===== src/rtl/btb_pkg.sv =====
// Package: shared constants and the update-action encoding for the
// fetch-address branch target buffer. Assumes a two-way organisation
// with a single replacement bit per set.
package btb_pkg;
    localparam int BTB_WAYS = 2;

    typedef enum logic [1:0] {
        UPD_NONE  = 2'd0,
        UPD_WRITE = 2'd1,
        UPD_KILL  = 2'd2
    } upd_action_e;
endpackage


===== src/rtl/btb_way_store.sv =====
// Module: one way of the target table. Holds a valid bit, partial tag and
// full target for each set. Has one combinational read port for the fetch
// lookup, one combinational read port for the update side, and one write
// port used either to write an entry or to invalidate it. Assumes the
// caller never asserts write and kill together.
module btb_way_store #(
    parameter int SETS   = 16,
    parameter int TAG_W  = 8,
    parameter int ADDR_W = 32,
    localparam int IDX_W = $clog2(SETS)
) (
    input  logic              clk,
    input  logic              rst_n,
    input  logic [IDX_W-1:0]  look_idx,
    output logic              look_valid,
    output logic [TAG_W-1:0]  look_tag,
    output logic [ADDR_W-1:0] look_target,
    input  logic [IDX_W-1:0]  upd_idx,
    output logic              upd_valid_rd,
    output logic [TAG_W-1:0]  upd_tag_rd,
    input  logic              wr_en,
    input  logic              kill_en,
    input  logic [TAG_W-1:0]  wr_tag,
    input  logic [ADDR_W-1:0] wr_target
);
    logic [SETS-1:0]   valid_q;
    logic [TAG_W-1:0]  tag_mem [SETS];
    logic [ADDR_W-1:0] tgt_mem [SETS];

    // Purpose: valid bits, cleared by reset, set on write, cleared on kill.
    always_ff @(posedge clk) begin
        if (!rst_n) begin
            valid_q <= '0;
        end else if (wr_en) begin
            valid_q[upd_idx] <= 1'b1;
        end else if (kill_en) begin
            valid_q[upd_idx] <= 1'b0;
        end
    end

    // Purpose: tag and target storage, written only on allocation or refresh.
    always_ff @(posedge clk) begin
        if (wr_en) begin
            tag_mem[upd_idx] <= wr_tag;
            tgt_mem[upd_idx] <= wr_target;
        end
    end

    // Purpose: lookup-side read of the current (pre-edge) contents.
    always_comb begin
        look_valid  = valid_q[look_idx];
        look_tag    = tag_mem[look_idx];
        look_target = tgt_mem[look_idx];
    end

    // Purpose: update-side read used for hit detection before a write.
    always_comb begin
        upd_valid_rd = valid_q[upd_idx];
        upd_tag_rd   = tag_mem[upd_idx];
    end
endmodule


===== src/rtl/btb_victim_pick.sv =====
// Module: chooses the way that receives a new allocation. An invalid way is
// taken first, the lower-numbered one if both are invalid. Otherwise the
// set's replacement bit, which names the least recently written way, decides.
module btb_victim_pick (
    input  logic [1:0] way_valid,
    input  logic       repl_way,
    output logic       victim_way
);
    // Purpose: invalid-first, then replacement-bit victim selection.
    always_comb begin
        if (!way_valid[0]) begin
            victim_way = 1'b0;
        end else if (!way_valid[1]) begin
            victim_way = 1'b1;
        end else begin
            victim_way = repl_way;
        end
    end
endmodule


===== src/rtl/btb_fetch_predictor.sv =====
// Module: top of the fetch-address branch target buffer. Each cycle it looks
// up fetch_pc and registers a next-fetch prediction: the stored target on a
// tag match, otherwise the next sequential block. Resolved branches update
// the table on a separate port. Taken outcomes allocate or refresh an entry,
// and not-taken outcomes that match an entry invalidate it. Assumes at most
// one update per cycle. A lookup colliding with an update reads the old
// contents.
module btb_fetch_predictor #(
    parameter int ADDR_W      = 32,
    parameter int SETS        = 16,
    parameter int TAG_W       = 8,
    parameter int BLOCK_BYTES = 16
) (
    input  logic              clk,
    input  logic              rst_n,
    input  logic [ADDR_W-1:0] fetch_pc,
    output logic              pred_hit,
    output logic [ADDR_W-1:0] pred_next_pc,
    input  logic              upd_valid,
    input  logic [ADDR_W-1:0] upd_pc,
    input  logic              upd_taken,
    input  logic [ADDR_W-1:0] upd_target
);
    import btb_pkg::*;

    localparam int WAYS   = BTB_WAYS;
    localparam int IDX_W  = $clog2(SETS);
    localparam int OFF_W  = $clog2(BLOCK_BYTES);
    localparam int TAG_LO = OFF_W + IDX_W;
    localparam int BLK_W  = ADDR_W - OFF_W;
    localparam logic [BLK_W-1:0] BLK_ONE = {{(BLK_W-1){1'b0}}, 1'b1};

    logic [IDX_W-1:0]  look_idx;
    logic [TAG_W-1:0]  look_tag;
    logic [IDX_W-1:0]  upd_idx;
    logic [TAG_W-1:0]  upd_tag;

    logic [WAYS-1:0]   look_valid_v;
    logic [TAG_W-1:0]  look_tag_v  [WAYS];
    logic [ADDR_W-1:0] look_tgt_v  [WAYS];
    logic [WAYS-1:0]   look_hit_vec;
    logic [WAYS-1:0]   upd_valid_v;
    logic [TAG_W-1:0]  upd_tag_v   [WAYS];
    logic [WAYS-1:0]   upd_hit_vec;
    logic [WAYS-1:0]   way_wr_en;
    logic [WAYS-1:0]   way_kill_en;

    logic [SETS-1:0]   repl_q;
    logic              victim_way;
    logic              upd_hit_way;
    logic              sel_way;
    upd_action_e       action;

    logic              hit_comb;
    logic [ADDR_W-1:0] hit_target;
    logic [ADDR_W-1:0] seq_pc;
    logic [BLK_W-1:0]  next_blk;

    // Purpose: split lookup and update addresses into set index and tag.
    always_comb begin
        look_idx = fetch_pc[OFF_W +: IDX_W];
        look_tag = fetch_pc[TAG_LO +: TAG_W];
        upd_idx  = upd_pc[OFF_W +: IDX_W];
        upd_tag  = upd_pc[TAG_LO +: TAG_W];
    end

    for (genvar w = 0; w < WAYS; w++) begin : g_way
        btb_way_store #(
            .SETS   (SETS),
            .TAG_W  (TAG_W),
            .ADDR_W (ADDR_W)
        ) way_i (
            .clk          (clk),
            .rst_n        (rst_n),
            .look_idx     (look_idx),
            .look_valid   (look_valid_v[w]),
            .look_tag     (look_tag_v[w]),
            .look_target  (look_tgt_v[w]),
            .upd_idx      (upd_idx),
            .upd_valid_rd (upd_valid_v[w]),
            .upd_tag_rd   (upd_tag_v[w]),
            .wr_en        (way_wr_en[w]),
            .kill_en      (way_kill_en[w]),
            .wr_tag       (upd_tag),
            .wr_target    (upd_target)
        );

        // Purpose: per-way tag compare for the lookup and update sides.
        always_comb begin
            look_hit_vec[w] = look_valid_v[w] && (look_tag_v[w] == look_tag);
            upd_hit_vec[w]  = upd_valid_v[w] && (upd_tag_v[w] == upd_tag);
        end
    end

    // Purpose: select the matching way's target for the lookup.
    always_comb begin
        hit_comb   = 1'b0;
        hit_target = '0;
        for (int w = 0; w < WAYS; w++) begin
            if (look_hit_vec[w]) begin
                hit_comb   = 1'b1;
                hit_target = look_tgt_v[w];
            end
        end
    end

    // Purpose: sequential fall-through address, next aligned fetch block.
    always_comb begin
        next_blk = fetch_pc[ADDR_W-1:OFF_W] + BLK_ONE;
        seq_pc   = {next_blk, {OFF_W{1'b0}}};
    end

    btb_victim_pick victim_i (
        .way_valid  (upd_valid_v),
        .repl_way   (repl_q[upd_idx]),
        .victim_way (victim_way)
    );

    // Purpose: classify the update and pick the way it acts on.
    always_comb begin
        upd_hit_way = upd_hit_vec[1];
        action      = UPD_NONE;
        if (upd_valid) begin
            if (upd_taken) begin
                action = UPD_WRITE;
            end else if (|upd_hit_vec) begin
                action = UPD_KILL;
            end
        end
        sel_way = (action == UPD_WRITE && !(|upd_hit_vec)) ? victim_way
                                                           : upd_hit_way;
    end

    // Purpose: drive per-way write and kill enables from the action.
    always_comb begin
        for (int w = 0; w < WAYS; w++) begin
            way_wr_en[w]   = (action == UPD_WRITE) && (sel_way == w[0]);
            way_kill_en[w] = (action == UPD_KILL) && (sel_way == w[0]);
        end
    end

    // Purpose: replacement bit per set names the way not written last.
    always_ff @(posedge clk) begin
        if (!rst_n) begin
            repl_q <= '0;
        end else if (action == UPD_WRITE) begin
            repl_q[upd_idx] <= ~sel_way;
        end
    end

    // Purpose: register the prediction one cycle after the lookup.
    always_ff @(posedge clk) begin
        if (!rst_n) begin
            pred_hit     <= 1'b0;
            pred_next_pc <= '0;
        end else begin
            pred_hit     <= hit_comb;
            pred_next_pc <= hit_comb ? hit_target : seq_pc;
        end
    end
endmodule


===== config.mk =====
export PLATFORM = sky130hd
export DESIGN_NAME = btb_fetch_predictor
export DESIGN_NICKNAME = d
export VERILOG_FILES = /design/src/rtl/btb_pkg.sv /design/src/rtl/btb_way_store.sv /design/src/rtl/btb_victim_pick.sv /design/src/rtl/btb_fetch_predictor.sv
export SDC_FILE = /design/constraint.sdc
export NUM_CORES = 2
export LEC_CHECK = 0
export ABC_AREA = 1
export ABC_CLOCK_PERIOD_IN_PS = 5100
export BUFFER_PORTS_ARGS = -buffer_cell sky130_fd_sc_hd__buf_2
export CORE_MARGIN = 2
export CORE_UTILIZATION = 48
export DETAILED_ROUTE_END_ITERATION = 16
export PLACE_DENSITY_LB_ADDON = 0.2
export SYNTH_ARGS = -nofsm -noshare
export SYNTH_HDL_FRONTEND = slang
export SYNTH_SLANG_ARGS = --single-unit

===== constraint.sdc =====
create_clock -name clk -period 5.1 [get_ports clk]
set_clock_uncertainty 0.15 [all_clocks]
set_input_delay 0.255 -clock clk [delete_from_list [all_inputs] [get_ports clk]]
set_output_delay 0.255 -clock clk [all_outputs]
set_load 0.02 [all_outputs]

# --- Word level (Yosys, flattened, before mapping) ---
# Memory sizes are Yosys's and may differ from the RTL's.
# Index checks and enable logic that the tools add are counted.
totals:
  input_bits: 100
  mem_bits_rw: 1280
  memories: 4
  ff_bits: 81
  out_inout_bits: 33
  elab_cells: 73
memory_table:
  columns: ["name", "depth", "width", "read_ports", "rd_ports_with_merged_regs", "write_ports", "line_no", "source"]
  rows:
  - ["g_way[0].way_i.tgt_mem", 16, 32, 1, 0, 1, "btb_way_store.sv:28", "logic [ADDR_W-1:0] tgt_mem [SETS];"]
  - ["g_way[1].way_i.tgt_mem", 16, 32, 1, 0, 1, "btb_way_store.sv:28", null]
  - ["g_way[0].way_i.tag_mem", 16, 8, 2, 0, 1, "btb_way_store.sv:27", "logic [TAG_W-1:0] tag_mem [SETS];"]
  - ["g_way[1].way_i.tag_mem", 16, 8, 2, 0, 1, "btb_way_store.sv:27", null]
classes:
  eq_ne: 6
  order_cmp: 3
  n_reduce_logical: 15
  add_sub_neg: 1
  n_mux: 32
  bitwise: 6
op_table:
  columns: ["op", "n"]
  rows:
  - ["2-to-1 mux 32 bit", 3]
  - ["2-to-1 mux 16 bit", 4]
  - ["AND 16 bit", 2]
  - ["== test 8 bit", 4]
  - ["bitwise OR 16 bit", 2]
  - ["adder 28 x 1 -> 28 bit (second input constant)", 1]
  - ["binary-select mux 1 bit (select 4 bit)", 5]
  - ["bitwise mux 16 bit", 1]
  - ["inverter 16 bit", 1]
  - ["2-to-1 mux 1 bit", 15]
  - ["logical AND 1 bit", 10]
  - ["< comparator 4 x 5 -> 1 bit (second input constant)", 2]
  - ["2-to-1 mux 2 bit", 3]
  - ["demux 1 bit (select 4 bit)", 1]
  - ["greater-or-equal comparator 4 x 1 -> 1 bit (second input constant)", 1]
  - ["nonzero test 2 bit", 2]
  - ["== test 2 x 1 -> 1 bit (second input constant)", 1]
  - ["== test 2 bit (second input constant)", 1]
  - ["AND reduction 2 bit", 1]
  - ["OR reduction 2 bit", 1]
  - ["logical NOT 1 bit", 1]
  - ["inverter 1 bit", 1]

# --- Logic depth before layout (Yosys ltp) ---
logic_depth:
  ltp_word: 14
  ltp_mapped: 22
  mapped_depth_nobuf: 19

# --- Hierarchy ---
# A second synthesis with hierarchy kept.
unflattened:
  hier_cells: 6961
  hier_area_um2: 63317.0
modules_own_cells:
  columns: ["module", "area_each_um2", "instances", "cells_each", "seq_area_each_um2"]
  rows:
  - ["btb_way_store", 29912.4, 2, 3172, 19538.7]
  - ["btb_fetch_predictor", 3475.8, 1, 614, 980.9]
  - ["btb_victim_pick", 16.3, 1, 3, 0.0]

# --- Worst setup path before layout ---
# OpenSTA, ideal clock, no wires.
synth_timing:
  path_type: "input to register"
  from: "input port upd_pc[4]"
  to: "memory g_way[0].way_i.tag_mem[4][0], enable pin"
  stages: 13
  n_path_buf: 3
  t_required_ns: 4.555
  arrival_ns: 2.836
  setup_ns: 0.395
  setup_slack_ns: 1.719
  path_cell_list: "buf_2 -> nand2_1 -> inv_2 -> buf_2 -> a22oi_1 -> a21oi_1 -> or2_2 -> o31ai_1 -> nor2_1 -> nor2_2 -> buf_4 -> nand2_1 -> inv_1"
synth_via:
  elab_chain_cells: 14
  elab_cells_between_ends: 26
  cone_classes: "3 x eq/ne; 14 x mux; 1 x bitwise; 6 x reduce/logical; 2 x memory"
synth_lines:
  columns: ["item", "line_no", "source"]
  rows:
  - ["start: declaration", "btb_fetch_predictor.sv:20", "input logic [ADDR_W-1:0] upd_pc,"]
  - ["memory (16 x 8 bit) / binary-select mux 1 bit (select 4 bit) (equally long branches)", null, null]
  - ["== test 8 bit / 2-to-1 mux 1 bit (equally long branches)", "btb_fetch_predictor.sv:91, btb_way_store.sv:58", null]
  - ["logical AND 1 bit", "btb_fetch_predictor.sv:91", "upd_hit_vec[w] = upd_valid_v[w] && (upd_tag_v[w] == upd_tag);"]
  - ["OR reduction 2 bit", "btb_fetch_predictor.sv:126, btb_fetch_predictor.sv:130", null]
  - ["2-to-1 mux 2 bit", "btb_fetch_predictor.sv:126", "end else if (|upd_hit_vec) begin"]
  - ["2-to-1 mux 2 bit", "btb_fetch_predictor.sv:124", "if (upd_taken) begin"]
  - ["2-to-1 mux 2 bit", "btb_fetch_predictor.sv:123", "if (upd_valid) begin"]
  - ["== test 2 x 1 -> 1 bit", "btb_fetch_predictor.sv:130, btb_fetch_predictor.sv:137", null]
  - ["logical AND 1 bit", "btb_fetch_predictor.sv:130", "sel_way = (action == UPD_WRITE && !(|upd_hit_vec)) ? victim_way"]
  - ["2-to-1 mux 1 bit", "btb_fetch_predictor.sv:130", null]
  - ["inverter 1 bit", "btb_fetch_predictor.sv:137", "way_wr_en[w] = (action == UPD_WRITE) && (sel_way == w[0]);"]
  - ["logical AND 1 bit", "btb_fetch_predictor.sv:137", null]
  - ["2-to-1 mux 1 bit", "btb_way_store.sv:43", "if (wr_en) begin"]
  - ["2-to-1 mux 1 bit (not written as such)", "btb_way_store.sv:44", "tag_mem[upd_idx] <= wr_tag;"]
  - ["end: declaration", "btb_way_store.sv:27", null]
# Parallel ways exist; a longest one is shown, timed or not. The select of a mux whose other input is x is not followed.

# --- Worst setup path after layout ---
layout_timing:
  from: "input port fetch_pc[4]"
  to: "register pred_next_pc[31]"
layout_via:
  elab_chain_cells: 6
  elab_cells_between_ends: 18
  cone_classes: "1 x add/sub; 2 x eq/ne; 9 x mux; 2 x reduce/logical; 4 x memory"
layout_lines:
  columns: ["item", "line_no", "source"]
  rows:
  - ["start: declaration", "btb_fetch_predictor.sv:16", "input logic [ADDR_W-1:0] fetch_pc,"]
  - ["memory (16 x 8 bit) / binary-select mux 1 bit (select 4 bit) (equally long branches)", null, null]
  - ["== test 8 bit / 2-to-1 mux 1 bit (equally long branches)", "btb_fetch_predictor.sv:90, btb_way_store.sv:51", null]
  - ["logical AND 1 bit", "btb_fetch_predictor.sv:90", "look_hit_vec[w] = look_valid_v[w] && (look_tag_v[w] == look_tag);"]
  - ["2-to-1 mux 32 bit / 2-to-1 mux 1 bit (equally long branches) (2 in a row)", "btb_fetch_predictor.sv:100", "if (look_hit_vec[w]) begin"]
  - ["2-to-1 mux 32 bit *", "btb_fetch_predictor.sv:158", "pred_next_pc <= hit_comb ? hit_target : seq_pc;"]
  - ["end signal: assignment", "btb_fetch_predictor.sv:158", null]
  - ["end: declaration", "btb_fetch_predictor.sv:18", "output logic [ADDR_W-1:0] pred_next_pc,"]
# Every way passes the cells marked *; elsewhere a longest branch is shown, timed or not. The select of a mux whose other input is x is not followed.
# A chain may end at the register's enable or synchronous reset.

==> flow_summary_export.csv <==
group,metric,value,unit
sta,fmax,226,MHz
setup_path,cp_top_family,"buffers and inverters",
clocking,cts_made_buffers,143,
power_and_ir_drop,ir_drop,0.323,mV
route,first_iter_violations,4882,
placement,place.gp.congestion,0.901,
floorplan,die_height,349,um
floorplan,start_util,0.484,
logic_synthesis,synth_nets,5131,
grt,grt_pass1_vias,38300,
route,wirelength,173000,um
sta,finalHoldViolations,0,
clocking,insertion_delay,0.77,ns
floorplan,floorplan.die.width,349,um
logic_synthesis,synthArstFlopShare,0,
logic_synthesis,synth_cells,5030,
floorplan,dieArea,122000,um^2
clocking,htreeDepth,4,
sta,tightest_slew,0.928,ns
logic_synthesis,syn_area,57200,um^2
outcome,outcome,"completed",
setup_path,cpPeakStageDelay,0.70,ns
logic_synthesis,yosysSeqAreaShare,0.701,
logic_synthesis,yosysWarnings,0,
route,routedWlPerCell,25.5,um
cells_and_area,final_cell_mix,"edfxtp_1 (1280), nand2_1 (1177), nor2_1 (512)",
floorplan,io_pins,133,
setup_path,worstPathCellList,"buf_8 -> buf_4 -> nand3_2 -> nor2_2 -> nand4_1 -> nor2_1 -> nand4_1 -> nor2_1 -> nand2_1 -> nor3_1 -> a31o_2 -> dlygate4sd3_1 -> nand4_1 -> dlygate4sd3_1 -> nand2_1",
logic_synthesis,synth_top_cell_area_share,0.672,
power_and_ir_drop,power.density,370,nW/um^2
grt,grt_pass1_wl,253000,um
hold_path,hp-start,"fetch_pc[12]",
route,firstDrtPassIters,11,
job,drv_cap,0,
clocking,cts_setup_buffers,0,
setup_path,crit_type,"in -> reg",
sta,slew_headroom,0.381,
sta,setup_tns,0,ns
setup_path,cp.arrival,4.97,ns
clocking,clockRootBuffer,"clkbuf_16",
setup_path,r2r_slack,1.25,ns
logic_synthesis,ys_ff_latch,1361,
setup_path,r2r-start,"g_way[0].way_i.tag_mem[4][7]$_DFFE_PP_",
setup_path,crit_top_cell,"nand4_1",
cells_and_area,layout.cells.most_common,"edfxtp_1",
grt,antenna_found_initial,9,
sta,rsz0062_at_grt,"no",
logic_synthesis,yosysUniqueCellTypes,46,
clocking,numClockSinks,1361,
clocking,max-clock-path-buffers,3,
floorplan,row_count,126,
power_and_ir_drop,leakage,22.8,nW
route,ant_nets,0,
clocking,clk_pin_slew,0.06,ns
logic_synthesis,synth_top_area_cell,"edfxtp_1",
sta,slew_violations,0,
placement,dp_hpwl,98800,um
grt,grt-ovfl-total,0,
grt,grt_max_degree,138,
logic_synthesis,synth_edf_count,1280,
setup_path,worst-path-buf-inv,4,
clocking,tritoncts,"built",
setup_path,crit_path_max_fanout,97,
cells_and_area,fin_nets,5251,
route,drc,0,
setup_path,crit_path_start,"fetch_pc[4]",
clocking,post_cts_resize_count,0,
grt,grt_usage,0.282,
placement,io_buffers,108,
sta,post-route-min-period,4.42,ns
logic_synthesis,synthTopCellsByArea,"edfxtp_1 (67%), nand2_1 (7.7%), o21ai_0 (4.2%), nor2_1 (3.4%), dfxtp_1 (2.8%)",
hold_path,hold_end,"pred_next_pc[12]$_SDFF_PN0_",
setup_path,endpoint_kind,"flip-flop",
setup_path,worst-r2r-cell-count,18,
floorplan,core-area,118000,um^2
setup_path,r2r-end,"pred_next_pc[24]$_SDFF_PN0_",
setup_path,crit_slowest_cell,"buf_4",
setup_path,cp-start-kind,"input pin",
route,dr_total_vias,41000,
hold_path,hold_depth,4,
cells_and_area,area_delta_synth_final,14.0,%
setup_path,cp.required,5.65,ns
logic_synthesis,syn_area_per_cell,11.4,um^2
logic_synthesis,ys.flop_type,"edfxtp_1",
sta,finalSetupViolCount,0,
sta,fin_crit_sh,0.866,
cells_and_area,utilization,0.552,
hold_path,hold_class,"in -> reg",
route,avgViaCountPerCell,6.03,
cells_and_area,drive_gt1_frac,0.0952,
==> worst max-delay path by stage <==
stage	depth (start not counted)	endpoint	slack (ns)
finish	15	pred_next_pc[31]$_SDFF_PN0_	0.68
global route	15	pred_next_pc[31]$_SDFF_PN0_	0.62
CTS	15	pred_next_pc[31]$_SDFF_PN0_	1.01
detailed placement	17	pred_next_pc[14]$_SDFF_PN0_	0.81
global placement	19	g_way[0].way_i.tgt_mem[15][10]$_DFFE_PP_	0.81
floorplan	13	g_way[0].way_i.tag_mem[4][0]$_DFFE_PP_	1.72
==> power breakdown <==
part | switching, mW | internal, mW | leakage, nW
logic | 1.19 | 0.448 | 8.38
clock network | 4.33 | 5.85 | 2.22
registers | 0.0161 | 12.3 | 12.2
total | 5.54 | 18.6 | 22.8
==> timing repair <==
action	4_1_cts	5_1_grt
endpoints found under the setup margin	0	0
hold buffers	69	0
endpoints found under the hold margin	1318	0
==> kinds of logic (layout without fill, tap and decap cells) <==
kind of cell	count (synthesis)	after routing	share of synthesized area
simple gates	1980	1980	0.138
compound gates	1160	1160	0.121
buf+inv	504	738	0.0370
xor+xnor	24	24	0.00368
other cells	0	2	0
fa+ha+maj	1	1	0.000219
flops	1361	1361	0.701
==> worst reg2reg max path, cell delays in order (launching register included) <==
cell,delay (ns)
edfxtp_1,0.36
inv_1,0.08
a21oi_1,0.06
o21ai_1,0.12
nand3_1,0.08
nand3_1,0.11
nand3_1,0.21
a21oi_1,0.19
nand3_1,0.08
nor2_1,0.17
nand3_2,0.13
buf_4,0.25
nor2_4,0.64
buf_4,0.32
nand2_1,0.06
nand3_1,0.09
nand2_1,0.05
dlygate4sd3_1,0.59
inv_1,0.05
==> stage by stage <==
stage	setup slack, ns	std cells	power, mW	instance area (um^2)	hold slack [ns]
2_1_floorplan	1.72	5030	13.4	57200	0.204
3_3_place_gp	0.811	6472	14.1	59900	0.301
3_5_place_dp	0.814	6472	14.1	59900	0.308
4_1_cts	1.01	6800	24.2	65200	0.00193
5_1_grt	0.623	6801	24.8	65200	0.0266
6_report	0.684	6802	24.1	65200	0.0366
==> cell type report <==
type	instances	area, um^2
clock buffer	192	3900
multi-input combinational	3165	15000
antenna	2	5.00
inverter	168	693
timing repair buffer	311	2940
sequential	1361	40100
tap	1536	1920
clock inverter	67	651
fill	9814	52900
==> sequential cells by signal, summed over array words and instances, names as in the netlist, named ones only <==
signal / flops
repl_q: 16
g_way.way_i.tag_mem: 256
pred_hit: 1
g_way.way_i.tgt_mem: 1024
pred_next_pc: 32
==> per-layer routing <==
layer	up-vias	routed length, um	GRT usage	part of all wire
met1	20000	70400	0.400	0.41
met4	14	6490	0.106	0.037
met3	409	18500	0.0608	0.11
li1	18300	-	-	-
met5	-	88	0	0.00051
met2	2230	77900	0.428	0.45
==> cells in the mapped netlist (2+ instances only) <==
cell / instances
nand3b_1: 2
inv_2: 6
xnor2_1: 5
xor2_1: 19
nand2_1: 1177
o21ai_1: 14
o22ai_1: 104
nand4_1: 19
o311ai_0: 4
o21ai_0: 476
nor2_1: 516
a221oi_1: 74
buf_2: 111
clkinv_1: 5
nand2_2: 3
nor2_2: 8
buf_6: 4
a21oi_1: 297
a32o_1: 58
buf_4: 14
a31oi_1: 7
o221ai_1: 47
nor2_4: 2
a22oi_1: 33
nand3_1: 209
dfxtp_1: 81
o211ai_1: 41
edfxtp_1: 1280
inv_1: 156
nand3_2: 2
buf_1: 33
clkbuf_1: 174
nor3_1: 36
Note: power is estimated with default switching activity, not from simulation.
